$ cat config.mk
export PLATFORM = sky130hd
export DESIGN_NAME = chan_supervisor
export DESIGN_NICKNAME = d
export VERILOG_FILES = /design/src/rtl/sup_pkg.sv /design/src/rtl/flag_filter.sv /design/src/rtl/sup_fsm.sv /design/src/rtl/chan_supervisor.sv
export SDC_FILE = /design/constraint.sdc
export NUM_CORES = 1
export LEC_CHECK = 0
export ABC_AREA = 0
export CORE_MARGIN = 1
export CORE_UTILIZATION = 56
export CTS_CLUSTER_DIAMETER = 120
export DETAILED_ROUTE_END_ITERATION = 6
export PLACE_DENSITY_LB_ADDON = 0.1
export SYNTH_ARGS = -nofsm -noshare
export SYNTH_HDL_FRONTEND = slang
export SYNTH_SLANG_ARGS = --single-unit
$ cat constraint.sdc
create_clock -name clk -period 1.89 [get_ports clk]
set_clock_uncertainty 0.15 [all_clocks]
set_input_delay 0.2835 -clock clk [delete_from_list [all_inputs] [get_ports clk]]
set_output_delay 0.2835 -clock clk [all_outputs]
set_load 0.1 [all_outputs]
$ cat src/rtl/sup_pkg.sv
package sup_pkg;
   typedef enum logic [1:0] {
      SUP_OFF   = 2'd0,
      SUP_RUN   = 2'd1,
      SUP_LATCH = 2'd2,
      SUP_HOT   = 2'd3
   } sup_state_e;

   localparam int unsigned FLG_OVER  = 0;
   localparam int unsigned FLG_UNDER = 1;
   localparam int unsigned FLG_WIN   = 2;
   localparam int unsigned NUM_FLG   = 3;
endpackage

$ cat src/rtl/flag_filter.sv
module flag_filter #(
   parameter int unsigned FILT_LEN = 400,
   parameter bit          RST_VAL  = 1'b0
) (
   input  logic clk,
   input  logic rst_n,
   input  logic raw_i,
   output logic flt_o
);
   if (FILT_LEN < 1) begin : g_bad_len
      $error("flag_filter: FILT_LEN must be at least 1");
   end

   logic q;
   assign flt_o = q;

   if (FILT_LEN == 1) begin : g_plain
      always_ff @(posedge clk or negedge rst_n) begin
         if (!rst_n) q <= RST_VAL;
         else        q <= raw_i;
      end
   end else begin : g_count
      localparam int unsigned CNT_W = $clog2(FILT_LEN);
      localparam logic [CNT_W-1:0] LAST = CNT_W'(FILT_LEN - 1);
      logic [CNT_W-1:0] cnt;

      always_ff @(posedge clk or negedge rst_n) begin
         if (!rst_n) begin
            q   <= RST_VAL;
            cnt <= '0;
         end else if (raw_i == q) begin
            cnt <= '0;
         end else if (cnt == LAST) begin
            q   <= raw_i;
            cnt <= '0;
         end else begin
            cnt <= cnt + 1'b1;
         end
      end

      // the filtered value only moves at terminal count
      assert_flip_at_terminal_R4: assert property (@(posedge clk) disable iff (!rst_n)
         !$stable(q) |-> ($past(cnt) == LAST));
      assert_cnt_bounded_R4: assert property (@(posedge clk) disable iff (!rst_n)
         cnt <= LAST);
   end
endmodule

$ cat src/rtl/sup_fsm.sv
module sup_fsm
   import sup_pkg::*;
(
   input  logic       clk,
   input  logic       rst_n,
   input  logic       chip_on_i,
   input  logic       hot_i,
   input  logic       cool_i,
   input  logic       uv_trip_i,
   input  logic       ocp_i,
   output sup_state_e state_o,
   output logic       restart_o
);
   sup_state_e state_q, state_d;
   logic       restart_q;

   always_comb begin
      state_d = state_q;
      if (!chip_on_i) begin
         state_d = SUP_OFF;
      end else begin
         unique case (state_q)
            SUP_OFF:   state_d = hot_i ? SUP_HOT : SUP_RUN;
            SUP_RUN: begin
               if (hot_i)                  state_d = SUP_HOT;
               else if (uv_trip_i || ocp_i) state_d = SUP_LATCH;
            end
            SUP_LATCH: state_d = SUP_LATCH;
            SUP_HOT:   if (cool_i && !hot_i) state_d = SUP_RUN;
            default:   state_d = SUP_OFF;
         endcase
      end
   end

   always_ff @(posedge clk or negedge rst_n) begin
      if (!rst_n) begin
         state_q   <= SUP_OFF;
         restart_q <= 1'b0;
      end else begin
         state_q   <= state_d;
         restart_q <= (state_d == SUP_RUN) && (state_q != SUP_RUN);
      end
   end

   assign state_o   = state_q;
   assign restart_o = restart_q;

   // a latched fault holds while the chip stays on
   assert_latch_holds_R3: assert property (@(posedge clk) disable iff (!rst_n)
      (state_q == SUP_LATCH && chip_on_i) |=> (state_q == SUP_LATCH));
   // the restart request lasts a single cycle
   assert_restart_single_R7: assert property (@(posedge clk) disable iff (!rst_n)
      restart_q |=> !restart_q);
   // leaving the hot state needs the cool-down flag
   assert_hot_exit_R6: assert property (@(posedge clk) disable iff (!rst_n)
      (state_q == SUP_HOT && state_d == SUP_RUN) |-> (cool_i && !hot_i));
endmodule

$ cat src/rtl/chan_supervisor.sv
module chan_supervisor
   import sup_pkg::*;
#(
   parameter int unsigned FILT_LEN = 400
) (
   input  logic clk,
   input  logic rst_n,
   input  logic en_i,
   input  logic uvlo_i,
   input  logic over_i,
   input  logic under_i,
   input  logic in_win_i,
   input  logic ss_done_i,
   input  logic temp_hot_i,
   input  logic temp_cool_i,
   input  logic ocp_fault_i,
   output logic pwr_good_o,
   output logic crowbar_o,
   output logic run_o,
   output logic ss_restart_o
);
   logic [NUM_FLG-1:0] raw_flags, flt_flags;
   sup_state_e         state;
   logic               chip_on, running;

   assign raw_flags[FLG_OVER]  = over_i;
   assign raw_flags[FLG_UNDER] = under_i;
   assign raw_flags[FLG_WIN]   = in_win_i;

   for (genvar i = 0; i < NUM_FLG; i++) begin : g_filt
      flag_filter #(.FILT_LEN(FILT_LEN), .RST_VAL(1'b0)) u_filt (
         .clk   (clk),
         .rst_n (rst_n),
         .raw_i (raw_flags[i]),
         .flt_o (flt_flags[i])
      );
   end

   assign chip_on = en_i && !uvlo_i;

   sup_fsm u_fsm (
      .clk       (clk),
      .rst_n     (rst_n),
      .chip_on_i (chip_on),
      .hot_i     (temp_hot_i),
      .cool_i    (temp_cool_i),
      .uv_trip_i (flt_flags[FLG_UNDER] && ss_done_i),
      .ocp_i     (ocp_fault_i),
      .state_o   (state),
      .restart_o (ss_restart_o)
   );

   assign running    = chip_on && (state == SUP_RUN);
   assign run_o      = running;
   assign pwr_good_o = running && ss_done_i && flt_flags[FLG_WIN];
   assign crowbar_o  = chip_on && (state != SUP_HOT) && flt_flags[FLG_OVER];

   // disabled or locked out means safe outputs
   assert_off_safe_R8: assert property (@(posedge clk) disable iff (!rst_n)
      !chip_on |-> (!run_o && !pwr_good_o && !crowbar_o));
   // power good needs a running, soft-started channel
   assert_pg_needs_run_R1: assert property (@(posedge clk) disable iff (!rst_n)
      pwr_good_o |-> (run_o && ss_done_i));
   // an armed under-voltage stops the run on the next edge
   assert_uv_stops_R3: assert property (@(posedge clk) disable iff (!rst_n)
      (run_o && flt_flags[FLG_UNDER] && ss_done_i && !temp_hot_i) |=> !run_o);
   // no crowbar or power good while overheated
   assert_hot_quiet_R6: assert property (@(posedge clk) disable iff (!rst_n)
      (state == SUP_HOT) |-> (!crowbar_o && !pwr_good_o));
endmodule

## Yosys cells after proc, flatten, opt, wreduce, memory -nomap -nowiden

Cells that the tools add are included.

- Bits in writable memories: 0
- Input bits: 11
- Memory bits (read-only): 0
- Word-level logic and storage cells: 54
- Memories: 0
- Bits in latches: 0
- Register bits after elaboration: 33

- Divide/modulo/power cells: 0
- Magnitude comparators: 0
- $add $sub $neg: 3
- Bitwise logic cells: 3
- Shift operators: 0
- Multiplexer cells: 12
- Multiply operators: 0
- Reductions and logical operators: 16
- Eq/ne operators: 12

Operators by type and width:

| cell | number |
|---|---|
| $mux W9 | 6 |
| $add A9 B1 Y9 const B | 3 |
| $eq A9 B9 Y1 const B | 3 |
| $mux W2 | 5 |
| $logic_and A1 B1 Y1 | 9 |
| $pmux W2 S4 | 1 |
| $reduce_and A2 Y1 | 3 |
| $eq A2 B1 Y1 const B | 2 |
| $eq A2 B2 Y1 const B | 2 |
| $eq A1 B1 Y1 | 3 |
| $not A1 Y1 | 3 |
| $logic_not A1 Y1 | 2 |
| $logic_not A2 Y1 | 1 |
| $ne A2 B1 Y1 const B | 1 |
| $ne A2 B2 Y1 const B | 1 |
| $logic_or A1 B1 Y1 | 1 |

## Longest topological paths before layout

Gate-level depths: netlist (run 1).

- Word-level depth: 8
- Gate-level depth with buffers: 4
- Gate-level depth less buffers: 4

## By module

Synthesis (run 1) repeated with hierarchy kept, for this count alone.

- Cells, all modules: 164
- Area, all modules: 1701.6 um2

Modules (own cells, without submodules):

| module | times used | area an instance (um2) | sequential area each (um2) | cells an instance |
|---|---|---|---|---|
| flag_filter | 3 | 503.0 | 250.2 | 48 |
| sup_fsm | 1 | 151.4 | 75.1 | 14 |
| chan_supervisor | 1 | 41.3 | 0.0 | 6 |

## Least setup slack after synthesis (run 1)

Ideal clock, no wire load.

- Path type: register to output
- From: register u_fsm.state_q[1] (netlist: u_fsm.state_o[1])
- To: output port pwr_good_o
- Setup slack: -2.261 ns
- Arrival: 3.717 ns
- Stages on the path, launching flop included: 3
- Data required time: 1.456 ns
- Path through: dfrtp_1 -> nor3b_1 -> and3_1

- Cells in the longest elaborated chain, start to end: 4

Ends and longest elaborated chain:

| item | line | text |
|---|---|---|
| start: declaration | sup_fsm.sv:14 | `sup_state_e state_q, state_d;` |
| start signal: assignment | sup_fsm.sv:40 | `state_q <= state_d;` |
| $eq A2 B1 Y1 | chan_supervisor.sv:53 | `assign running = chip_on && (state == SUP_RUN);` |
| $logic_and A1 B1 Y1 | chan_supervisor.sv:53 |  |
| named net run_o | chan_supervisor.sv:19 | `output logic run_o,` |
| $logic_and A1 B1 Y1 (2 in a row) | chan_supervisor.sv:55 | `assign pwr_good_o = running && ss_done_i && flt_flags[FLG_WIN];` |
| end: declaration | chan_supervisor.sv:17 | `output logic pwr_good_o,` |

The timed path passes the listed nets, and every way through them passes these cells.

## Worst setup path after layout (run 1)

- From: register u_fsm.state_q[1] (netlist: u_fsm.state_o[1])
- To: output port pwr_good_o

- Cells in the longest elaborated chain, start to end: 4

Ends and longest elaborated chain:

| item | line |
|---|---|
| $eq A2 B1 Y1 | chan_supervisor.sv:53 |
| $logic_and A1 B1 Y1 | chan_supervisor.sv:53 |
| $logic_and A1 B1 Y1 (2 in a row) | chan_supervisor.sv:55 |

No other way between the ends.

==> results of run 1 <==
-- report_power, final --
part / switching (W) / total [W] / internal [W]
clock network: 0.000235 / 0.000376 / 0.000142
logic: 0.0000582 / 0.000115 / 0.0000568
registers: 0.0000227 / 0.000748 / 0.000725
-- flip-flops by register name (all words and copies together) (netlist names) --
name and flops:
g_filt.u_filt.flt_o 3, g_filt.u_filt.g_count.cnt 27, u_fsm.restart_o 1, u_fsm.state_o 2
-- routing by layer --
| metal | up-vias | track usage | part of all wire |
|---|---|---|---|
| met5 | - | 0 | 0 |
| met4 | 0 | 0.1107 | 0.016 |
| met3 | 5 | 0.06557 | 0.035 |
| met2 | 18 | 0.3597 | 0.51 |
| met1 | 610 | 0.2492 | 0.44 |
| li1 | 625 | - | - |
-- area by class of cell --
class                   count  share of cell area
inverters                   7             0.01356
well taps                  31             0.02001
multi-input cells         119              0.4015
flip-flops and latches     33              0.4274
clock buffers               6             0.02130
repair buffers             19              0.1110
clock inverters             2            0.005165
-- cells in the mapped netlist --
library cell / count / area share
a21oi_1: 14 / 0.044
or3_2: 2 / 0.0094
or3_1: 7 / 0.027
xnor2_1: 6 / 0.033
dfrtp_1: 33 / 0.51
o21ai_0: 14 / 0.044
nand4_1: 6 / 0.023
a21o_1: 1 / 0.0047
o21bai_1: 3 / 0.014
nand2_1: 9 / 0.021
nor2b_1: 4 / 0.016
nor2_1: 15 / 0.035
mux2_2: 3 / 0.021
nand2b_1: 1 / 0.0039
inv_1: 7 / 0.016
and3_1: 2 / 0.0078
or4b_4: 3 / 0.026
o21a_1: 1 / 0.0047
nand3_1: 10 / 0.031
a311o_1: 3 / 0.019
a211o_1: 3 / 0.016
nor3b_1: 2 / 0.0094
nor3_1: 1 / 0.0031
and3b_1: 3 / 0.016
xor2_1: 3 / 0.016
ha_1: 3 / 0.023
-- worst paths after layout --
check,endpoint,slack [ps]
min,g_filt[1].u_filt.g_count.cnt[5]$_DFF_PN0_,180
max in group asynchronous,u_fsm.state_o[0]$_DFF_PN0_,1080
max reg2reg,g_filt[0].u_filt.flt_o$_DFFE_PN0P_,140
max,pwr_good_o,70
min reg2reg,g_filt[0].u_filt.g_count.cnt[0]$_DFF_PN0_,340
min in group clk,u_fsm.state_o[0]$_DFF_PN0_,230
-- per-stage QoR --
| stage | instances | setup WS (ps) | hold WS [ps] |
|---|---|---|---|
| 2_1_floorplan | 159 | -387.9 | -162.1 |
| 3_3_place_gp | 209 | -20.30 | 320.4 |
| 3_5_place_dp | 209 | -23.87 | 331.7 |
| 4_1_cts | 217 | 58.91 | 185.3 |
| 5_1_grt | 217 | 9.229 | 207.4 |
| 6_report | 217 | 71.79 | 179.7 |
-- kinds of logic after synthesis --
| kind of cell | count (synthesis) | share of synthesized area |
|---|---|---|
| AOI/OAI and AO/OA | 39 | 0.1459 |
| xor gates and xnor gates | 9 | 0.04914 |
| adders and majority gates | 3 | 0.02340 |
| buffers and inverters | 7 | 0.01638 |
| DFF | 33 | 0.5148 |
| muxes | 3 | 0.02106 |
| and+or+nand+nor | 65 | 0.2293 |
-- timing repair --
item / in CTS / in global routing
setup endpoints to repair: 2 / 1
pin swaps: 1 / 0
resized for setup: 3 / 1
==> impl_metrics.toml, run 1 <==
[detailed_routing]
drc = 0
avgRoutedWirePerCell_um = 13.66
dr.pass1.iters = 4
routed_wl_mm = 2.965
ant_nets = 0
viasPerCell = 5.797
routed-via-count = 1258
drt_iter0_drc = 75

[finish]
multi_input_area_um2 = 778.2
nNetsFinal = 199
post-route-util = 0.7089
antenna_cells = 0
fin_area_um2 = 1938
mostFrequentLayoutCell = "dfrtp_1"
layout-drive-gt1-share = 0.1613
fill_cells = 210
area_delta_synth_final_pct = 20.83
seqCellArea_um2 = 828.3
most-common-layout-cells = "dfrtp_1 (31), nor2_1 (15), o21ai_0 (14), a21oi_1 (14), nand3_1 (10)"

[clock_tree]
clk_pin_slew_ps = 110
cts.sinks = 33
h-tree-depth = 2
cts_buffer_depth = 2
cts_hold_buf = 0
cts-buffers-inserted = 5
cts-root-buf = "clkbuf_4"
worstSkewPairLatency_ps = 330
cts_tree = "done"
cts_setup_buffers = 0

[synthesis]
synth_area_um2 = 1604
syn_nets = 173
synth-seq-cells = 33
avgSynthCellArea_um2 = 10.09
yosysWarnings = 0
synth_cell_types = 26
syn-instance-count = 159
synth-seq-area-share = 0.5148

[floorplanning]
die_w_um = 55.52
dieArea_um2 = 3082
start_util = 0.5867
row_count = 19
core-area_um2 = 2734
boundaryPins = 15
die_h_um = 55.52

[worst_setup_path]
start_kind = "register"
reg2reg_depth = 3
critPathKind = "register to primary output"
slowest_stage = "dfrtp_2"
endpoint_kind = "primary output"
worst-path-buf-inv = 1
cp_cell_sequence = "nor3b_4 -> and3_4 -> buf_12"
cp.depth = 3
crit_fanout = 7
critPathTopFamily = "flip-flops"
max_stage_delay_ps = 470
crit_required_ps = 1460
cp-startpoint = "u_fsm.state_o[1]$_DFF_PN0_"
rr_startpoint = "g_filt[0].u_filt.g_count.cnt[5]$_DFF_PN0_"
cp.arrival_ps = 1380

[power_and_ir_drop]
p_per_area_nw_per_um2 = 639.5
power_w = 0.001239
peakVddDrop_v = 0.0006626
p_leak_nw = 0.7957

[sta]
finalSetupViolations = 0
finalMaxSlewViolations = 0
max_freq_ghz = 0.5500
tightest_slew_ps = 413.2
hold_viol = 0
min_period_ps = 1818
setup-tns-final_ps = 0
rsz0062_at_grt = "false"
relSlewSlack = 0.7245
timing.final.crit_share = 0.9620

[grt]
grt_pass1_vias = 1249
grt_pass1_wl_mm = 5.106
grt_start_max_net_pins = 34
grt_overflow = 0
antenna_found_initial = 0
grt_usage = 0.2154

[placement]
numPortBuffers = 14
placed_area_um2 = 1886
finalWeightedCongestion = 0.8152
dp_hpwl_mm = 2.222

[worst_hold_path]
hp-class = "input port to async pin"

[flow_run]
cap_violations = 0

[outcome]
status = "complete, no violations"
(Power assumes the default switching activity.)
==> run 2: changes to the inputs <==
--- a/config.mk
+++ b/config.mk
@@ -11,6 +11,7 @@
 export CTS_CLUSTER_DIAMETER = 120
 export DETAILED_ROUTE_END_ITERATION = 6
 export PLACE_DENSITY_LB_ADDON = 0.1
+export SKIP_LAST_GASP = 1
 export SYNTH_ARGS = -nofsm -noshare
 export SYNTH_HDL_FRONTEND = slang
 export SYNTH_SLANG_ARGS = --single-unit
==> results of run 2 <==
Same layout as run 1: the final DEF is identical, and so are final timing and power.
==> run 3: changes to the inputs <==
--- a/config.mk
+++ b/config.mk
@@ -5,7 +5,6 @@
 export SDC_FILE = /design/constraint.sdc
 export NUM_CORES = 1
 export LEC_CHECK = 0
-export ABC_AREA = 0
 export CORE_MARGIN = 1
 export CORE_UTILIZATION = 56
 export CTS_CLUSTER_DIAMETER = 120
==> results of run 3 <==
Same layout as run 1: the final DEF is identical, and so are final timing and power.
